File: src/rtl/gcf_pkg.sv
package gcf_pkg;

    localparam int unsigned EXTRA_W = 4;
    localparam int unsigned N_ENV   = 8;
    localparam int unsigned STAT_W  = 13;

    localparam logic [31:0] TERM_MASK = 32'hF000_F000;
    localparam logic [31:0] TERM_VAL  = 32'h5000_5000;

    typedef enum logic [2:0] {
        K_NOP   = 3'd0,
        K_FIX   = 3'd1,
        K_FLAT  = 3'd2,
        K_SHADE = 3'd3,
        K_XFER  = 3'd4,
        K_ENV   = 3'd5
    } kind_e;

    typedef struct packed {
        kind_e              kind;
        logic [EXTRA_W-1:0] extra;
    } dec_t;

endpackage

File: src/rtl/gcf_opdec.sv
module gcf_opdec
    import gcf_pkg::*;
(
    input  logic [7:0] op_i,
    output dec_t       dec_o
);

    always_comb begin
        dec_o.kind  = K_NOP;
        dec_o.extra = '0;
        if (op_i == 8'h02) begin
            dec_o.kind  = K_FIX;
            dec_o.extra = 4'd2;
        end else if (op_i[7:5] == 3'b001) begin
            // polygons: length chosen by groups of four opcodes
            dec_o.kind = K_FIX;
            case (op_i[4:2])
                3'd0:    dec_o.extra = 4'd3;
                3'd1:    dec_o.extra = 4'd6;
                3'd2:    dec_o.extra = 4'd4;
                3'd3:    dec_o.extra = 4'd8;
                3'd4:    dec_o.extra = 4'd5;
                3'd5:    dec_o.extra = 4'd8;
                3'd6:    dec_o.extra = 4'd7;
                default: dec_o.extra = 4'd11;
            endcase
        end else if (op_i[7:4] == 4'h4) begin
            if (op_i[3]) begin
                dec_o.kind = K_FLAT;
            end else begin
                dec_o.kind  = K_FIX;
                dec_o.extra = 4'd2;
            end
        end else if (op_i[7:4] == 4'h5) begin
            if (op_i[3]) begin
                dec_o.kind = K_SHADE;
            end else begin
                dec_o.kind  = K_FIX;
                dec_o.extra = 4'd3;
            end
        end else if (op_i[7:5] == 3'b011) begin
            // sprites: variable size first, then fixed sizes
            dec_o.kind = K_FIX;
            case (op_i[4:2])
                3'd0:    dec_o.extra = 4'd2;
                3'd1:    dec_o.extra = 4'd3;
                3'd2:    dec_o.extra = 4'd1;
                3'd3:    dec_o.extra = 4'd2;
                3'd4:    dec_o.extra = 4'd1;
                3'd5:    dec_o.extra = 4'd2;
                3'd6:    dec_o.extra = 4'd1;
                default: dec_o.extra = 4'd2;
            endcase
        end else if (op_i == 8'h80) begin
            dec_o.kind  = K_FIX;
            dec_o.extra = 4'd3;
        end else if ((op_i[7:5] == 3'b101) || (op_i[7:5] == 3'b110)) begin
            dec_o.kind  = K_XFER;
            dec_o.extra = 4'd2;
        end else if (op_i[7:3] == 5'b11100) begin
            dec_o.kind = K_ENV;
        end
    end

endmodule

File: src/rtl/gcf_polyterm.sv
module gcf_polyterm
    import gcf_pkg::*;
#(
    parameter int unsigned IDX_W = 5
) (
    input  kind_e            kind_i,
    input  logic [IDX_W-1:0] idx_i,
    input  logic [31:0]      word_i,
    output logic             hit_o
);

    logic pattern;

    always_comb begin
        pattern = ((word_i & TERM_MASK) == TERM_VAL);
        hit_o   = 1'b0;
        if (kind_i == K_FLAT) begin
            hit_o = pattern && (idx_i >= IDX_W'(3));
        end else if (kind_i == K_SHADE) begin
            hit_o = pattern && (idx_i >= IDX_W'(4)) && !idx_i[0];
        end
    end

endmodule

File: src/rtl/gcf_envfile.sv
module gcf_envfile
    import gcf_pkg::*;
(
    input  logic                  clk,
    input  logic                  rst_n,
    input  logic                  we_i,
    input  logic [2:0]            idx_i,
    input  logic [31:0]           wdata_i,
    output logic [N_ENV*32-1:0]   env_o,
    output logic [STAT_W-1:0]     status_o
);

    typedef struct packed {
        logic [N_ENV-1:0][31:0] env;
        logic [STAT_W-1:0]      status;
    } env_st_t;

    function automatic env_st_t reset_state();
        env_st_t s;
        s.status = '0;
        for (int i = 0; i < int'(N_ENV); i++) begin
            s.env[i] = (32'hE0 + 32'(i)) << 24;
        end
        return s;
    endfunction

    env_st_t st_q, st_d;

    always_comb begin
        st_d = st_q;
        if (we_i) begin
            st_d.env[idx_i] = wdata_i;
            st_d.status     = {st_d.env[6][1:0], st_d.env[1][10:0]};
        end
    end

    always_ff @(posedge clk) begin
        if (!rst_n) st_q <= reset_state();
        else        st_q <= st_d;
    end

    assign env_o    = st_q.env;
    assign status_o = st_q.status;

    a_r7_status_low: assert property (@(posedge clk) disable iff (!rst_n)
        (we_i && idx_i == 3'd1) |=> (status_o[10:0] == $past(wdata_i[10:0])));

    a_r7_status_high: assert property (@(posedge clk) disable iff (!rst_n)
        (we_i && idx_i == 3'd6) |=> (status_o[12:11] == $past(wdata_i[1:0])));

    for (genvar k = 0; k < int'(N_ENV); k++) begin : g_keep
        a_r6_others_kept: assert property (@(posedge clk) disable iff (!rst_n)
            (!(we_i && idx_i == 3'(k))) |=> $stable(env_o[k*32 +: 32]));
    end

endmodule

File: src/rtl/gcf_framer.sv
module gcf_framer
    import gcf_pkg::*;
#(
    parameter int unsigned MAX_WORDS = 16,
    localparam int unsigned LEN_W = $clog2(MAX_WORDS + 1),
    localparam int unsigned IDX_W = $clog2(MAX_WORDS)
) (
    input  logic                   clk,
    input  logic                   rst_n,
    input  logic                   in_valid,
    input  logic [31:0]            in_data,
    output logic                   in_ready,
    output logic                   pkt_valid,
    output logic [7:0]             pkt_opcode,
    output logic [LEN_W-1:0]       pkt_len,
    output logic [32*MAX_WORDS-1:0] pkt_words,
    output logic                   xfer_valid,
    output logic                   xfer_read,
    output logic [31:0]            xfer_pos,
    output logic [31:0]            xfer_size,
    output logic [N_ENV*32-1:0]    env_regs,
    output logic [STAT_W-1:0]      status
);
    // MAX_WORDS must be at least 12 so the longest fixed packet fits.

    typedef struct packed {
        logic                       busy;
        kind_e                      kind;
        logic [7:0]                 op;
        logic [LEN_W-1:0]           need;
        logic [LEN_W-1:0]           cnt;
        logic [MAX_WORDS-1:0][31:0] words;
        logic [31:0]                last;
        logic                       pkt_v;
        logic [LEN_W-1:0]           pkt_len;
        logic                       xf_v;
        logic                       xf_rd;
        logic [31:0]                xf_pos;
        logic [31:0]                xf_size;
    } fr_st_t;

    fr_st_t q, d;
    dec_t   hdr_dec;
    logic   term_hit;
    logic   env_we;
    logic   done;
    logic [LEN_W-1:0] cnt_inc;

    gcf_opdec u_dec (
        .op_i  (in_data[31:24]),
        .dec_o (hdr_dec)
    );

    gcf_polyterm #(.IDX_W(LEN_W)) u_term (
        .kind_i (q.kind),
        .idx_i  (q.cnt),
        .word_i (in_data),
        .hit_o  (term_hit)
    );

    gcf_envfile u_env (
        .clk      (clk),
        .rst_n    (rst_n),
        .we_i     (env_we),
        .idx_i    (in_data[26:24]),
        .wdata_i  (in_data),
        .env_o    (env_regs),
        .status_o (status)
    );

    always_comb begin
        d       = q;
        d.pkt_v = 1'b0;
        d.xf_v  = 1'b0;
        env_we  = 1'b0;
        done    = 1'b0;
        cnt_inc = q.cnt + LEN_W'(1);
        if (in_valid) begin
            d.last = in_data;
            if (!q.busy) begin
                case (hdr_dec.kind)
                    K_NOP: ;
                    K_ENV: env_we = 1'b1;
                    default: begin
                        d.busy     = 1'b1;
                        d.kind     = hdr_dec.kind;
                        d.op       = in_data[31:24];
                        d.need     = LEN_W'(hdr_dec.extra) + LEN_W'(1);
                        d.cnt      = LEN_W'(1);
                        d.words[0] = in_data;
                    end
                endcase
            end else begin
                d.words[q.cnt[IDX_W-1:0]] = in_data;
                d.cnt = cnt_inc;
                if ((q.kind == K_FLAT) || (q.kind == K_SHADE)) begin
                    done = term_hit || (cnt_inc == LEN_W'(MAX_WORDS));
                end else begin
                    done = (cnt_inc == q.need);
                end
                if (done) begin
                    d.busy = 1'b0;
                    if (q.kind == K_XFER) begin
                        d.xf_v    = 1'b1;
                        d.xf_rd   = (q.op[7:5] == 3'b110);
                        d.xf_pos  = q.words[1];
                        d.xf_size = in_data;
                    end else begin
                        d.pkt_v   = 1'b1;
                        d.pkt_len = cnt_inc;
                    end
                end
            end
        end
    end

    always_ff @(posedge clk) begin
        if (!rst_n) q <= fr_st_t'(0);
        else        q <= d;
    end

    assign in_ready   = 1'b1;
    assign pkt_valid  = q.pkt_v;
    assign pkt_opcode = q.op;
    assign pkt_len    = q.pkt_len;
    assign pkt_words  = q.words;
    assign xfer_valid = q.xf_v;
    assign xfer_read  = q.xf_rd;
    assign xfer_pos   = q.xf_pos;
    assign xfer_size  = q.xf_size;

    a_r2_one_strobe: assert property (@(posedge clk) disable iff (!rst_n)
        $onehot0({pkt_valid, xfer_valid}));

    a_r2_len_range: assert property (@(posedge clk) disable iff (!rst_n)
        pkt_valid |-> (pkt_len >= LEN_W'(2)) && (pkt_len <= LEN_W'(MAX_WORDS)));

    a_r10_idle_quiet: assert property (@(posedge clk) disable iff (!rst_n)
        !in_valid |=> !(pkt_valid || xfer_valid));

    a_r3_flat_marker: assert property (@(posedge clk) disable iff (!rst_n)
        (pkt_valid && pkt_opcode[7:3] == 5'b01001 && pkt_len != LEN_W'(MAX_WORDS))
        |-> ((q.last & TERM_MASK) == TERM_VAL));

    a_r4_shade_marker: assert property (@(posedge clk) disable iff (!rst_n)
        (pkt_valid && pkt_opcode[7:3] == 5'b01011 && pkt_len != LEN_W'(MAX_WORDS))
        |-> (((q.last & TERM_MASK) == TERM_VAL) && pkt_len[0]));

    a_r9_xfer_group: assert property (@(posedge clk) disable iff (!rst_n)
        xfer_valid |-> (pkt_opcode[7:5] == 3'b101 || pkt_opcode[7:5] == 3'b110));

endmodule

File: config.mk
export PLATFORM = sky130hd
export DESIGN_NAME = gcf_framer
export DESIGN_NICKNAME = d
export VERILOG_FILES = /design/src/rtl/gcf_pkg.sv /design/src/rtl/gcf_opdec.sv /design/src/rtl/gcf_polyterm.sv /design/src/rtl/gcf_envfile.sv /design/src/rtl/gcf_framer.sv
export SDC_FILE = /design/constraint.sdc
export NUM_CORES = 2
export LEC_CHECK = 0
export BUFFER_PORTS_ARGS = -buffer_cell sky130_fd_sc_hd__buf_4
export CORE_AREA = 2 2 349 351
export DETAILED_ROUTE_END_ITERATION = 6
export DIE_AREA = 0 0 351 353
export PLACE_DENSITY = 0.51
export SYNTH_ARGS = -nofsm -noshare
export SYNTH_HDL_FRONTEND = slang
export SYNTH_SLANG_ARGS = --single-unit
File: constraint.sdc
create_clock -name clk -period 5.03 [get_ports clk]
set_clock_uncertainty 0.15 [all_clocks]
set_input_delay 1.509 -clock clk [delete_from_list [all_inputs] [get_ports clk]]
set_output_delay 1.509 -clock clk [all_outputs]
set_load 0.01 [all_outputs]
==> out/results.ini <==
[min_path]
hold-path-cell-count=1
timing.hold.worst.class=reg -> reg
holdCritStartpoint=u_env.env_o[61]$_SDFFE_PN1P_

[global_route]
grtUsageMet3_pct=6.03
grt_use_met2_pct=36.0
grt_busiest_layer=met2
grt.total_usage_pct=22.0
vias_in_the_first_global_route=26400
global_route.overflow_total=0
grt_max_degree=118
antenna_found_initial=4
global_route_wire_length_before_repair_mm=199
gr-usage-met1_pct=27.7

[cts]
clockRootBuffer=clkbuf_16
tritoncts.num_buffers=97
clk_latency_ns=0.69
clock_path_buffers=3
cts.clk_slew.worst_paths_ns=0.06
post_cts_buffers=0
holdBufCountCts=0
post_cts.resized_instances=0
tritoncts_num_sinks=862
tritoncts=done
htree_levels=3

[drt]
detail_route.iter0.violations=1853
vias_per_cell=4.57
detail_route.wl_per_cell_um=23.1
drtAntennaViolNets=0
post-route-drc-count=0
drt_pass_1_iters=6
drt_wl_total_mm=143
vias_post_dr=28300

[layout]
post_route_cell_area_mm2=0.0421
layout-drive-gt1-share_pct=25.4
nets=4526
final_cell_count_no_fill=6192
syn_to_final_growth_pct=20.3

[logic_synthesis]
synth_fp_nets=4420
synth_cells=4377
synthMostInstantiatedCell=nand2_1
async_reset_ff_share_pct=0
avgSynthCellArea_um2=7.99
synth_sequential_area_ratio_pct=49.3
post_synth_num_cell_types=54
synth_ff_type=dfxtp_1
top_cells_by_count_synth=nand2_1, dfxtp_1, a21oi_1
synth_enable_flop_cells=0
post_synth_instance_area_mm2=0.0350
synth_largest_type_area_fraction_pct=49.3
synth.ff_latch_count=862
yosysWarnings=0
post-synth-top-area-cell=dfxtp_1
synth_area_leaders=dfxtp_1, nand2_1, buf_4, a21oi_1, mux2i_1

[power_and_ir_drop]
power_density_relative_to_cell_area_mw_per_mm2=364
peakVddDrop_v=0.000311
power_leakage_nw=16.8

[placement]
place_ws_ns=0.878
dpl.cell_count=6009
post-dp-hpwl_mm=91.9
gp_congestion=0.787
placed_area_mm2=0.0386
io_buffer_count=895

[timing]
number_of_failing_hold_endpoints_at_the_final_stage=0
layout_worst_path_cycle_share_pct=68.5
tightest_slew_ns=1.03
unrepaired_setup_endpoints_after_global_routing=no
max_freq_mhz=290
postLayoutSetupSlackWorst_ns=1.59
drv_slew=0
max-slew-margin-rel_pct=30.8
setup-tns-final_ns=0
period_needed_ns=3.44
finalSetupViolCount=0

[critical_path]
worst-path-max-fanout=26
critical_path.slowest_cell=buf_4
setup.worst_path.end_class=flop
critical-path-top-delay-family=buffers and inverters
worstSetupPathDepth=9
slowest_delay_ns=0.39
timing.critical_path.from=in_data[27]
path_cells=buf_4 > buf_4 > nor3_1 > o2111ai_1 > o211a_1 > o21ai_4 > buf_4 > mux2i_1 > nor2_1
path_class=in -> reg
critPathRequiredTime_ns=5.41
critical_path.most_common_cell=buf_4
reg2reg_from=q[616]$_SDFFE_PN0P_
crit_path_start_kind=primary input
timing.critical_path.arrival_ns=3.82
r2r.worst_path.cells=8
critical_path_buf_inv_count=3

[job]
maxCapViolCount=0

[die]
fp.coreArea_mm2=0.121
height_of_the_chip_um=353
die_w_um=351
boundaryPins=897
fp.dieArea_mm2=0.124
rows=128
starting_density_of_the_core_pct=29.0

[outcome]
status=complete, no violations

## per-layer routing
metal	wire, um	part of all wire, %	up-vias
met2	66200	46	1003
met1	60400	42	13500
met5	16	0.011	-
met3	11400	8.0	196
met4	4770	3.3	2
li1	-	-	13600
## cells by family after synthesis
family                     synth area share [%]
AOI/OAI and AO/OA                          11.0
xor gates and xnor gates                  0.272
adders and majority gates                 0.286
buffers and inverters                      17.2
DFF                                        49.3
muxes                                      3.18
other                                    0.0107
and+or+nand+nor                            18.8
## worst register-to-register path: cells and delay by family, from the launching register on
family        cells  cell delay (ns)
xor+xnor          1             0.32
simple gates      4             0.79
flops             1             0.54
mux               1             0.36
fa+ha+maj         1             0.60
buf+inv           1             0.35
## where the power goes
| part | internal [mW] | total (mW) | switching (mW) | leakage (nW) |
|---|---|---|---|---|
| clock | 4.55 | 7.68 | 3.13 | 1.71 |
| combinational | 0.185 | 0.730 | 0.545 | 8.18 |
| sequential | 6.87 | 6.91 | 0.0374 | 6.95 |
## sequential cells by signal (all words and copies together) (netlist names)
register	cells
xfer_size	32
xfer_read	1
pkt_words	512
q	14
xfer_valid	1
xfer_pos	32
pkt_opcode	8
pkt_len	5
u_env.status_o	12
u_env.env_o	244
pkt_valid	1
## path summary, 6_finish.rpt
path | end | slack [ns]
setup / recovery | pkt_words[11]$_SDFFE_PN0P_ | 1.59
hold / removal | u_env.env_o[61]$_SDFFE_PN1P_ | 0.29
hold reg to reg | u_env.env_o[61]$_SDFFE_PN1P_ | 0.29
setup reg to reg | xfer_pos[13]$_SDFFE_PN0P_ | 1.77
## final cells by class
cell class | count | area, um^2
diodes | 2 | 5.00
clock buffers | 146 | 2950
clock inverters | 35 | 554
fillers | 12600 | 78500
inverters | 12 | 52.6
multi-input cells | 2540 | 11800
flip-flops and latches | 862 | 17300
well taps | 1625 | 2030
repair buffers | 970 | 7440
## layout by cell type, fill, tap and decap left out, types with 12 or more instances in the layout
| master | instances |
|---|---|
| nor2_1 | 123 |
| buf_12 | 13 |
| buf_4 | 957 |
| o21ai_0 | 21 |
| a21oi_1 | 703 |
| clkbuf_8 | 32 |
| dfxtp_1 | 862 |
| clkbuf_1 | 16 |
| nand2_1 | 1409 |
| or3_1 | 37 |
| clkbuf_16 | 98 |
| and3_1 | 23 |
| clkinv_2 | 12 |
| mux2i_1 | 111 |
| and2_1 | 12 |
## metrics by stage
step	power, mW	hold slack (ns)	util [%]
2_1_floorplan	7.46	0.277	-
3_3_place_gp	7.80	0.280	32.0
3_5_place_dp	7.81	0.283	32.0
4_1_cts	15.5	0.301	34.9
5_1_grt	15.8	0.311	34.9
6_report	15.3	0.295	34.9
(Power assumes the default switching activity.)
